**config.mk**
```make
export PLATFORM = sky130hd
export DESIGN_NAME = ea_branch_unit
export DESIGN_NICKNAME = d
export VERILOG_FILES = /design/src/rtl/ea_pkg.sv /design/src/rtl/ea_addr_gen.sv /design/src/rtl/ea_cond_eval.sv /design/src/rtl/ea_bitop.sv /design/src/rtl/ea_branch_unit.sv
export SDC_FILE = /design/constraint.sdc
export NUM_CORES = 1
export LEC_CHECK = 0
export BUFFER_PORTS_ARGS = -buffer_cell sky130_fd_sc_hd__buf_2
export CORE_MARGIN = 2
export CORE_UTILIZATION = 39
export DETAILED_ROUTE_END_ITERATION = 8
export MAX_ROUTING_LAYER = met4
export PLACE_DENSITY = 0.67
export SYNTH_ARGS = -nofsm -noshare
export SYNTH_HDL_FRONTEND = slang
export SYNTH_SLANG_ARGS = --single-unit
export TNS_END_PERCENT = 100
```
**constraint.sdc**
```tcl
create_clock -name clk -period 3.6 [get_ports clk]
set_input_delay 0.36 -clock clk [delete_from_list [all_inputs] [get_ports clk]]
set_output_delay 0.36 -clock clk [all_outputs]
set_load 0.005 [all_outputs]
```
**src/rtl/ea_pkg.sv**
```systemverilog
package ea_pkg;

  typedef enum logic [1:0] {
    AM_ZPAGE = 2'd0,
    AM_ABS   = 2'd1,
    AM_INDEX = 2'd2,
    AM_NONE  = 2'd3
  } addr_mode_e;

  typedef enum logic [2:0] {
    OPK_NONE    = 3'd0,
    OPK_FLAGBR  = 3'd1,
    OPK_SETBITS = 3'd2,
    OPK_CLRBITS = 3'd3,
    OPK_BRSET   = 3'd4,
    OPK_BRCLR   = 3'd5
  } op_kind_e;

  localparam int FLAG_N = 3;
  localparam int FLAG_Z = 2;
  localparam int FLAG_V = 1;
  localparam int FLAG_C = 0;

endpackage

```
**src/rtl/ea_addr_gen.sv**
```systemverilog
module ea_addr_gen
  import ea_pkg::*;
#(
  parameter int AW = 16,
  parameter int DW = 8
) (
  input  addr_mode_e    mode,
  input  logic          use_y,
  input  logic [DW-1:0] opnd0,
  input  logic [DW-1:0] opnd1,
  input  logic [DW-1:0] rel_off,
  input  logic [AW-1:0] idx_x,
  input  logic [AW-1:0] idx_y,
  input  logic [AW-1:0] next_pc,
  output logic [AW-1:0] ea,
  output logic [AW-1:0] target
);
  localparam int PAD_W = AW - DW;
  localparam int CAT_W = 2 * DW;

  logic [CAT_W-1:0] abs_cat;
  logic [AW-1:0]    abs_addr;
  logic [AW-1:0]    zp_addr;
  logic [AW-1:0]    base;
  logic [AW-1:0]    off_u;
  logic [AW-1:0]    off_s;

  assign abs_cat = {opnd0, opnd1};

  generate
    if (AW > CAT_W) begin : g_abs_pad
      assign abs_addr = {{(AW-CAT_W){1'b0}}, abs_cat};
    end else if (AW == CAT_W) begin : g_abs_exact
      assign abs_addr = abs_cat;
    end else begin : g_abs_trunc
      assign abs_addr = abs_cat[AW-1:0];
    end
  endgenerate

  assign zp_addr = {{PAD_W{1'b0}}, opnd0};
  assign base    = use_y ? idx_y : idx_x;
  assign off_u   = {{PAD_W{1'b0}}, opnd0};
  assign off_s   = {{PAD_W{rel_off[DW-1]}}, rel_off};

  always_comb begin
    unique case (mode)
      AM_ZPAGE: ea = zp_addr;
      AM_ABS:   ea = abs_addr;
      AM_INDEX: ea = base + off_u;
      default:  ea = '0;
    endcase
  end

  assign target = next_pc + off_s;

endmodule

```
**src/rtl/ea_cond_eval.sv**
```systemverilog
module ea_cond_eval
  import ea_pkg::*;
(
  input  logic [3:0] cond_sel,
  input  logic [3:0] flags,
  output logic       cond_true
);
  logic n_f, z_f, v_f, c_f, nv;
  logic base_true;

  assign n_f = flags[FLAG_N];
  assign z_f = flags[FLAG_Z];
  assign v_f = flags[FLAG_V];
  assign c_f = flags[FLAG_C];
  assign nv  = n_f ^ v_f;

  // Codes come in complementary pairs: bit 0 inverts the base test.
  always_comb begin
    unique case (cond_sel[3:1])
      3'd0: base_true = 1'b1;
      3'd1: base_true = ~(c_f | z_f);
      3'd2: base_true = ~c_f;
      3'd3: base_true = ~z_f;
      3'd4: base_true = ~v_f;
      3'd5: base_true = ~n_f;
      3'd6: base_true = ~nv;
      default: base_true = ~(z_f | nv);
    endcase
  end

  assign cond_true = base_true ^ cond_sel[0];

endmodule

```
**src/rtl/ea_bitop.sv**
```systemverilog
module ea_bitop
  import ea_pkg::*;
#(
  parameter int DW = 8
) (
  input  op_kind_e      kind,
  input  logic [DW-1:0] mem_byte,
  input  logic [DW-1:0] bit_mask,
  output logic [DW-1:0] wr_val,
  output logic          all_set,
  output logic          all_clear
);
  logic [DW-1:0] set_v;
  logic [DW-1:0] clr_v;
  logic [DW-1:0] miss_one;
  logic [DW-1:0] hit_one;

  generate
    for (genvar i = 0; i < DW; i++) begin : g_bit
      assign set_v[i]    = mem_byte[i] | bit_mask[i];
      assign clr_v[i]    = mem_byte[i] & ~bit_mask[i];
      assign miss_one[i] = bit_mask[i] & ~mem_byte[i];
      assign hit_one[i]  = bit_mask[i] & mem_byte[i];
    end
  endgenerate

  assign all_set   = ~|miss_one;
  assign all_clear = ~|hit_one;

  always_comb begin
    unique case (kind)
      OPK_SETBITS: wr_val = set_v;
      OPK_CLRBITS: wr_val = clr_v;
      default:     wr_val = mem_byte;
    endcase
  end

endmodule

```
**src/rtl/ea_branch_unit.sv**
```systemverilog
module ea_branch_unit
  import ea_pkg::*;
#(
  parameter int AW = 16,
  parameter int DW = 8
) (
  input  logic          clk,
  input  logic          rst_n,
  input  logic          start,
  input  logic [1:0]    addr_mode,
  input  logic          use_y,
  input  logic [DW-1:0] opnd0,
  input  logic [DW-1:0] opnd1,
  input  logic [DW-1:0] rel_off,
  input  logic [DW-1:0] bit_mask,
  input  logic [2:0]    op_kind,
  input  logic [3:0]    cond_sel,
  input  logic [3:0]    flags,
  input  logic [AW-1:0] idx_x,
  input  logic [AW-1:0] idx_y,
  input  logic [AW-1:0] next_pc,
  input  logic [DW-1:0] mem_byte,
  output logic [AW-1:0] ea,
  output logic [AW-1:0] target,
  output logic          taken,
  output logic [DW-1:0] wr_data,
  output logic          done
);
  addr_mode_e    mode_e;
  op_kind_e      kind_e;
  logic [1:0]    rst_pipe;
  logic          rst_int_n;

  logic [AW-1:0] ea_c, tgt_c;
  logic [DW-1:0] wr_c;
  logic          cond_c, all_set_c, all_clr_c;

  logic [AW-1:0] ea_q, ea_d;
  logic [AW-1:0] tgt_q, tgt_d;
  logic [DW-1:0] wr_q, wr_d;
  logic          tk_q, tk_d;
  logic          done_q;
  logic          tk_c;

  assign mode_e = addr_mode_e'(addr_mode);
  assign kind_e = op_kind_e'(op_kind);

  // Reset asserts at once, leaves two clocks later.
  always_ff @(posedge clk or negedge rst_n) begin
    if (!rst_n) rst_pipe <= 2'b00;
    else        rst_pipe <= {rst_pipe[0], 1'b1};
  end
  assign rst_int_n = rst_pipe[1];

  ea_addr_gen #(.AW(AW), .DW(DW)) u_addr (
    .mode    (mode_e),
    .use_y   (use_y),
    .opnd0   (opnd0),
    .opnd1   (opnd1),
    .rel_off (rel_off),
    .idx_x   (idx_x),
    .idx_y   (idx_y),
    .next_pc (next_pc),
    .ea      (ea_c),
    .target  (tgt_c)
  );

  ea_cond_eval u_cond (
    .cond_sel  (cond_sel),
    .flags     (flags),
    .cond_true (cond_c)
  );

  ea_bitop #(.DW(DW)) u_bits (
    .kind      (kind_e),
    .mem_byte  (mem_byte),
    .bit_mask  (bit_mask),
    .wr_val    (wr_c),
    .all_set   (all_set_c),
    .all_clear (all_clr_c)
  );

  always_comb begin
    unique case (kind_e)
      OPK_FLAGBR: tk_c = cond_c;
      OPK_BRSET:  tk_c = all_set_c;
      OPK_BRCLR:  tk_c = all_clr_c;
      default:    tk_c = 1'b0;
    endcase
  end

  // Next-state: load on start, hold otherwise.
  always_comb begin
    ea_d  = ea_q;
    tgt_d = tgt_q;
    wr_d  = wr_q;
    tk_d  = tk_q;
    if (start) begin
      ea_d  = ea_c;
      tgt_d = tgt_c;
      wr_d  = wr_c;
      tk_d  = tk_c;
    end
  end

  always_ff @(posedge clk or negedge rst_int_n) begin
    if (!rst_int_n) begin
      ea_q   <= '0;
      tgt_q  <= '0;
      wr_q   <= '0;
      tk_q   <= 1'b0;
      done_q <= 1'b0;
    end else begin
      ea_q   <= ea_d;
      tgt_q  <= tgt_d;
      wr_q   <= wr_d;
      tk_q   <= tk_d;
      done_q <= start;
    end
  end

  assign ea      = ea_q;
  assign target  = tgt_q;
  assign taken   = tk_q;
  assign wr_data = wr_q;
  assign done    = done_q;

endmodule

```
==> metrics.csv, run 1 <==
stage;metric;value;unit
sta;relSlewSlack;32.30;%
route;routed-via-count;3654;
clock_tree;cts_resized;0;
synth;synthFlopType;dfrtp_1;
final_layout;num_antenna_cells;0;
setup_path;arrival;2.64;ns
synth;synth_top_cell_by_area;dfrtp_1;
route;routed_wl;10070;µm
final_layout;fill_cells;892;
placement;dp_cells;661;
synth;synthCells;421;
sta;setup_viol;0;
floorplanning;rows;34;
sta;period_needed;2.455;ns
setup_path;cp_max_fo;17;
sta;fmax;407.4;MHz
clock_tree;clockRootBuffer;clkbuf_8;
clock_tree;cts-buffers-inserted;5;
floorplanning;die_area;0.009938;mm²
floorplanning;start_util;40.55;%
synth;synth_seq_cells;44;
placement;port_buffers;146;
route;drtIter0Drc;124;
synth;syn_avg_cell_area;8.482;µm²
grt;grt_util_all_layers;20.66;%
status;status;complete, no violations;
placement;gp_congestion;0.8954;
grt;grt_pass1_vias;3611;
setup_path;cp.required;3.78;ns
clock_tree;cts_setup_buffers;0;
setup_path;worstSetupEndpoint;ea[14];
sta;finClkSkew;0.01045;ns
synth;ys_seq_area_share;30.83;%
final_layout;drive_gt1_share;32.38;%
clock_tree;cts.sinks;44;
sta;hold_viol_final;0;
setup_path;path_class;in -> reg;
synth;synth_fp_nets;551;
route;via_per_inst;5.454;
power;leakagePower;2.202;nW
setup_path;end_kind;register;
synth;netlist.area_leader.share;30.83;%
final_layout;fin_cells;670;
setup_path;r2r_setup_slack;2.57;ns
clock_tree;clockBufferDepth;2;
route;drc_errors;0;
floorplanning;die-height;99.69;µm
floorplanning;ios;147;
sta;timing.final.crit_share;68.18;%
setup_path;r2r_cells;0;
synth;synth_area;0.003571;mm²
job;max_cap_violations;0;
sta;drv_slew;0;
hold_path;hold_path.class;in -> reg;
grt;grt_overflow;0;
clock_tree;clk_latency;0.30;ns
synth;synthTopCellsByArea;dfrtp_1, ha_1, a21oi_1;
clock_tree;clk_pin_slew;0.09;ns
route;ant_nets;0;
route;wire_per_inst;15.02;µm
sta;finalHoldWorstSlack;0.2593;ns
power;power_density;332.3;mW/mm²
synth;synth-edff-count;0;
grt;grt_start_max_net_pins;43;
grt;grt_pass1_wl;16440;µm
sta;fin_tns_setup;0;ns
sta;rsz0062_at_grt;false;
setup_path;r2r_end;ea[0];
final_layout;synthToLayoutAreaGrowth;25.79;%
clock_tree;cts_tree;done;
synth;yosys_warnings;0;
placement;hpwl;7871;µm
setup_path;rr_startpoint;rst_pipe[1];
clock_tree;cts-htree-levels;2;
setup_path;cp-startpoint;use_y;
power;power;1.493;mW
route;first_pass_iters;4;
sta;worst_pin_slew;1.013;ns
synth;synthArstFlopShare;100.0;%
final_layout;fin_nets;691;
floorplanning;dieWidth;99.69;µm
floorplanning;core_area;0.008806;mm²
power;peakVddDrop;0.0001724;V
clock_tree;cts_hold_buf;1;
synth;synth_cell_type_count;59;
setup_path;cp-start-kind;input port;
grt;antenna_found_initial;0;
-- registers in the layout, indices dropped and copies added, names as in the netlist --
signal / flops
target: 16
done: 1
ea: 16
taken: 1
wr_data: 8
rst_pipe: 2
-- layout make-up --
class                           instances  area (µm²)  area share (%)
Clock buffer                            7       86.33           1.922
Clock inverter                          1       7.507          0.1671
Inverter                               21       78.83           1.755
Multi-Input combinational cell        340        2326           51.78
Sequential cell                        44        1102           24.54
Tap cell                              108       135.1           3.008
Timing Repair Buffer                  149       755.7           16.82
-- report_power, final --
group | switching (mW) | total [mW] | leakage (nW) | internal, mW
clock | 0.182 | 0.338 | 0.0445 | 0.156
combinational | 0.283 | 0.543 | 1.64 | 0.260
sequential | 0.0469 | 0.612 | 0.518 | 0.565
-- worst max-delay path, cell delays in order --
cell	delay (ns)
buf_2	0.17
buf_4	0.27
mux2_2	0.37
ha_1	0.33
a21oi_1	0.23
o21ai_1	0.17
a211oi_1	0.39
nor2_1	0.11
mux2i_1	0.16
nand2_1	0.06
-- routing by layer --
layer,vias up,track usage [%],share of wire (%)
li1,1814,-,-
met3,12,2.319,4.5
met5,-,-,0
met1,1718,27.39,47
met4,0,5.058,1.0
met2,110,33.94,48
-- cells by family after synthesis --
family                   count (synthesis)  synth area share [%]
XOR/XNOR                                19                 4.660
AO/OA/AOI/OAI                          136                 25.09
other                                    1                0.1050
multiplexers                            32                 9.565
flip-flops                              44                 30.83
AND/OR/NAND/NOR                        127                 16.54
buffers and inverters                   37                 4.029
adder cells (fa/ha/maj)                 25                 9.180
-- synth_stat cells, types with 8 or more instances --
| cell | number |
|---|---|
| o21ai_1 | 9 |
| nand2_1 | 38 |
| ha_1 | 23 |
| o21ai_0 | 11 |
| mux2i_1 | 15 |
| dfrtp_1 | 44 |
| nor2_1 | 44 |
| inv_1 | 20 |
| clkbuf_1 | 8 |
| xnor2_1 | 14 |
| nand3_1 | 11 |
| mux2_2 | 17 |
| o21a_1 | 8 |
| a21oi_1 | 52 |
-- worst min path at each step --
stage | from | to | slack [ns] | cells after the start
final | op_kind[1] | taken | 0.26 | 2
after global routing | op_kind[1] | taken | 0.25 | 2
after CTS | op_kind[1] | taken | 0.25 | 2
after detailed placement | rst_n | rst_pipe[0] | 0.15 | 1
after global placement | rst_n | rst_pipe[0] | 0.14 | 1
after floorplan | rst_n | rst_pipe[0] | 0.06 | 0
-- metrics by stage --
step	worst slack [ns]	util [%]	instance area, µm²
after floorplan	0.8558	-	3571
after global placement	0.9558	49.83	4388
after detailed placement	0.8875	49.83	4388
after CTS	1.196	51.01	4492
after global routing	0.9413	51.01	4492
final	1.145	51.01	4492
-- placed cells by master, fill, tap and decap left out, types with 6 or more instances in the layout --
cell type and count:
a21oi_1 52, nand3_1 11, o211ai_1 6, o21a_1 8, ha_1 23, nand4_1 6
clkbuf_8 6, a21o_1 7, xnor2_1 14, o21ai_1 9, dfrtp_1 43, inv_1 20
o21ai_0 11, mux2i_1 15, mux2_2 17, nor2_1 44, nand2_1 38, buf_2 146
Note: power is estimated with default switching activity, not from simulation.
==> inputs of run 2 (changes only) <==
- PLACE_DENSITY: 0.67 -> 0.7
- clock period: 3.6 -> 2.01 ns (I/O delays scaled with it)
==> run 2 against run 1 <==
  * Final cell count grew 4.2%
  * Sequential power grew 78%
  * Global-route usage shrank 0.052 points
  * Total power grew 81%
  * Combinational power grew 99%
  * Cell area grew 6.3%
  * Die area is the same
  * Clock-buffer cell count shrank 1
  * Highest routed layer unchanged
==> metrics.csv, run 2 (synthesized netlist as in run 1, its figures left out) <==
stage;metric;value;unit;change
grt;antenna_found_initial;0;;unchanged
hold_path;hold_depth;2;;unchanged
route;routed_wl;9908;µm;was 10,070 µm
power;power_density;565.5;mW/mm²;was 332.3 mW/mm²
sta;finalHoldWorstSlack;0.09164;ns;was 0.2593 ns
clock_tree;cts.sinks;44;;unchanged
setup_path;cpMaxStageDelayCell;a211oi_4;;was a211oi_1
grt;grt_pass1_vias;3668;;was 3,611
grt;grt_overflow;0;;unchanged
clock_tree;cts-buffers-inserted;5;;unchanged
sta;worst_pin_slew;0.5974;ns;was 1.013 ns
final_layout;synthToLayoutAreaGrowth;33.71;%;was 25.79%
grt;grt_start_max_net_pins;29;;was 43
hold_path;holdPathEnd;taken;;unchanged
sta;timing.final.crit_share;96.12;%;
sta;fmax;517.6;MHz;
sta;setup_viol;0;;unchanged
final_layout;final_cell_mix;buf_2, a21oi_1, nor2_1;;unchanged
setup_path;cp_max_fo;6;;was 17
sta;rsz0062_at_grt;false;;unchanged
floorplanning;start_util;40.55;%;unchanged
sta;finClkSkew;0.005851;ns;was 0.01045 ns
floorplanning;die_area;0.009938;mm²;unchanged
setup_path;cpLargestDelayFamily;compound AO/OA/AOI/OAI gates;;unchanged
setup_path;cp.required;2.19;ns;was 3.78 ns
floorplanning;rows;34;;unchanged
sta;relSlewSlack;60.18;%;was 32.30%
setup_path;rr_startpoint;ea[14];;was rst_pipe[1]
grt;grt_util_all_layers;20.61;%;was 20.66%
setup_path;crit_path_max_incr_delay;0.41;ns;was 0.39 ns
clock_tree;clk_pin_slew;0.09;ns;about the same
final_layout;register_area;0.001102;mm²;unchanged
floorplanning;ios;147;;unchanged
route;drc_errors;0;;unchanged
sta;worst_slack;0.07797;ns;was 1.145 ns
setup_path;r2r_setup_slack;1.12;ns;was 2.57 ns
hold_path;worstHoldStart;op_kind[1];;unchanged
setup_path;end_kind;register;;unchanged
final_layout;fin_nets;720;;was 691
placement;pre_cts_ws;-0.2749;ns;was 0.8875 ns
floorplanning;die-height;99.69;µm;unchanged
final_layout;fill_cells;803;;was 892
route;routed-via-count;3663;;was 3,654
setup_path;r2r_end;ea[14];;was ea[0]
route;wire_per_inst;14.19;µm;was 15.02 µm
status;status;complete, no violations;;unchanged
route;ant_nets;0;;unchanged
sta;period_needed;1.932;ns;
final_layout;multi_input_area;0.002401;mm²;was 0.002326 mm²
grt;grt_pass1_wl;16440;µm;unchanged
setup_path;r2r_cells;2;;was 0
floorplanning;core_area;0.008806;mm²;unchanged
placement;hpwl;8085;µm;was 7871 µm
sta;hold_viol_final;0;;unchanged
hold_path;hold_path.class;in -> reg;;unchanged
power;leakagePower;2.350;nW;was 2.202 nW
setup_path;critPathBufInv;2;;unchanged
clock_tree;clockBufferDepth;2;;unchanged
setup_path;cp-start-kind;input port;;unchanged
placement;gp_congestion;0.8378;;was 0.8954
clock_tree;cts-htree-levels;2;;unchanged
route;drtIter0Drc;115;;was 124
route;via_per_inst;5.248;;was 5.454
job;max_cap_violations;0;;unchanged
clock_tree;clockRootBuffer;clkbuf_8;;unchanged
sta;drv_slew;0;;unchanged
power;peakVddDrop;0.0002656;V;was 0.0001724 V
clock_tree;cts_tree;done;;unchanged
final_layout;drive_gt1_share;37.12;%;was 32.38%
clock_tree;clk_latency;0.29;ns;was 0.30 ns
floorplanning;dieWidth;99.69;µm;unchanged
setup_path;crit_chain;buf_6 -> buf_4 -> mux2_2 -> ha_4 -> nand4_1 -> a211oi_4 -> o211ai_1 -> xnor2_1 -> o22ai_1;;was buf_2 -> buf_4 -> mux2_2 -> ha_1 -> a21oi_1 -> o21ai_1 -> a211oi_1 -> nor2_1 -> mux2i_1 -> nand2_1
placement;port_buffers;146;;unchanged
route;first_pass_iters;5;;was 4
final_layout;final_common_cell;buf_2;;unchanged
setup_path;arrival;2.11;ns;was 2.64 ns
setup_path;path_class;in -> reg;;unchanged
final_layout;num_antenna_cells;0;;unchanged
## run 2: routing by layer
layer	track usage [%]	wire length, µm
met5	-	0
met4	5.585	172
met3	2.600	498
met2	35.86	4883
met1	25.22	4355
## run 2: cell type report
type / count / area share, %
clock inverter: 1 / 0.1048
multi-input combinational: 340 / 50.29
clock buffer: 6 / 1.520
tap: 108 / 2.830
sequential: 44 / 23.09
timing repair buffer: 178 / 20.52
inverter: 21 / 1.651
## run 2: repair_timing
action	4_1_cts	5_1_grt
hold endpoints to repair	2	0
setup endpoints to repair	0	8
hold buffers	1	0
setup buffers	0	1
resized for setup	0	7
## run 2: metrics by stage
stage                     utilization [%]  instance area, µm²  TNS [ns]  power [mW]  cells
after detailed placement            52.76                4646    -2.828       2.173    689
after global routing                54.22                4775         0       2.901    698
after CTS                           53.75                4733         0       2.731    697
final                               54.22                4775         0       2.700    698
after floorplan                         -                3643   -0.9919       1.715    421
after global placement              52.76                4646    -2.102       2.142    689
## run 2: worst max-delay path by stage
| stage | from | to | slack, ns | depth (start not counted) |
|---|---|---|---|---|
| 6_report | use_y | ea[15] | 0.08 | 9 |
| 5_1_grt | use_y | ea[15] | 0.01 | 9 |
| 4_1_cts | use_y | ea[8] | 0.04 | 10 |
| 3_5_place_dp | use_y | ea[8] | -0.27 | 10 |
| 3_3_place_gp | use_y | ea[11] | -0.22 | 9 |
| 2_1_floorplan | use_y | ea[14] | -0.18 | 11 |
## run 2: where the power goes
part           switching, mW  internal [mW]
registers             0.0794           1.01
clock network          0.296          0.237
logic                  0.535          0.541
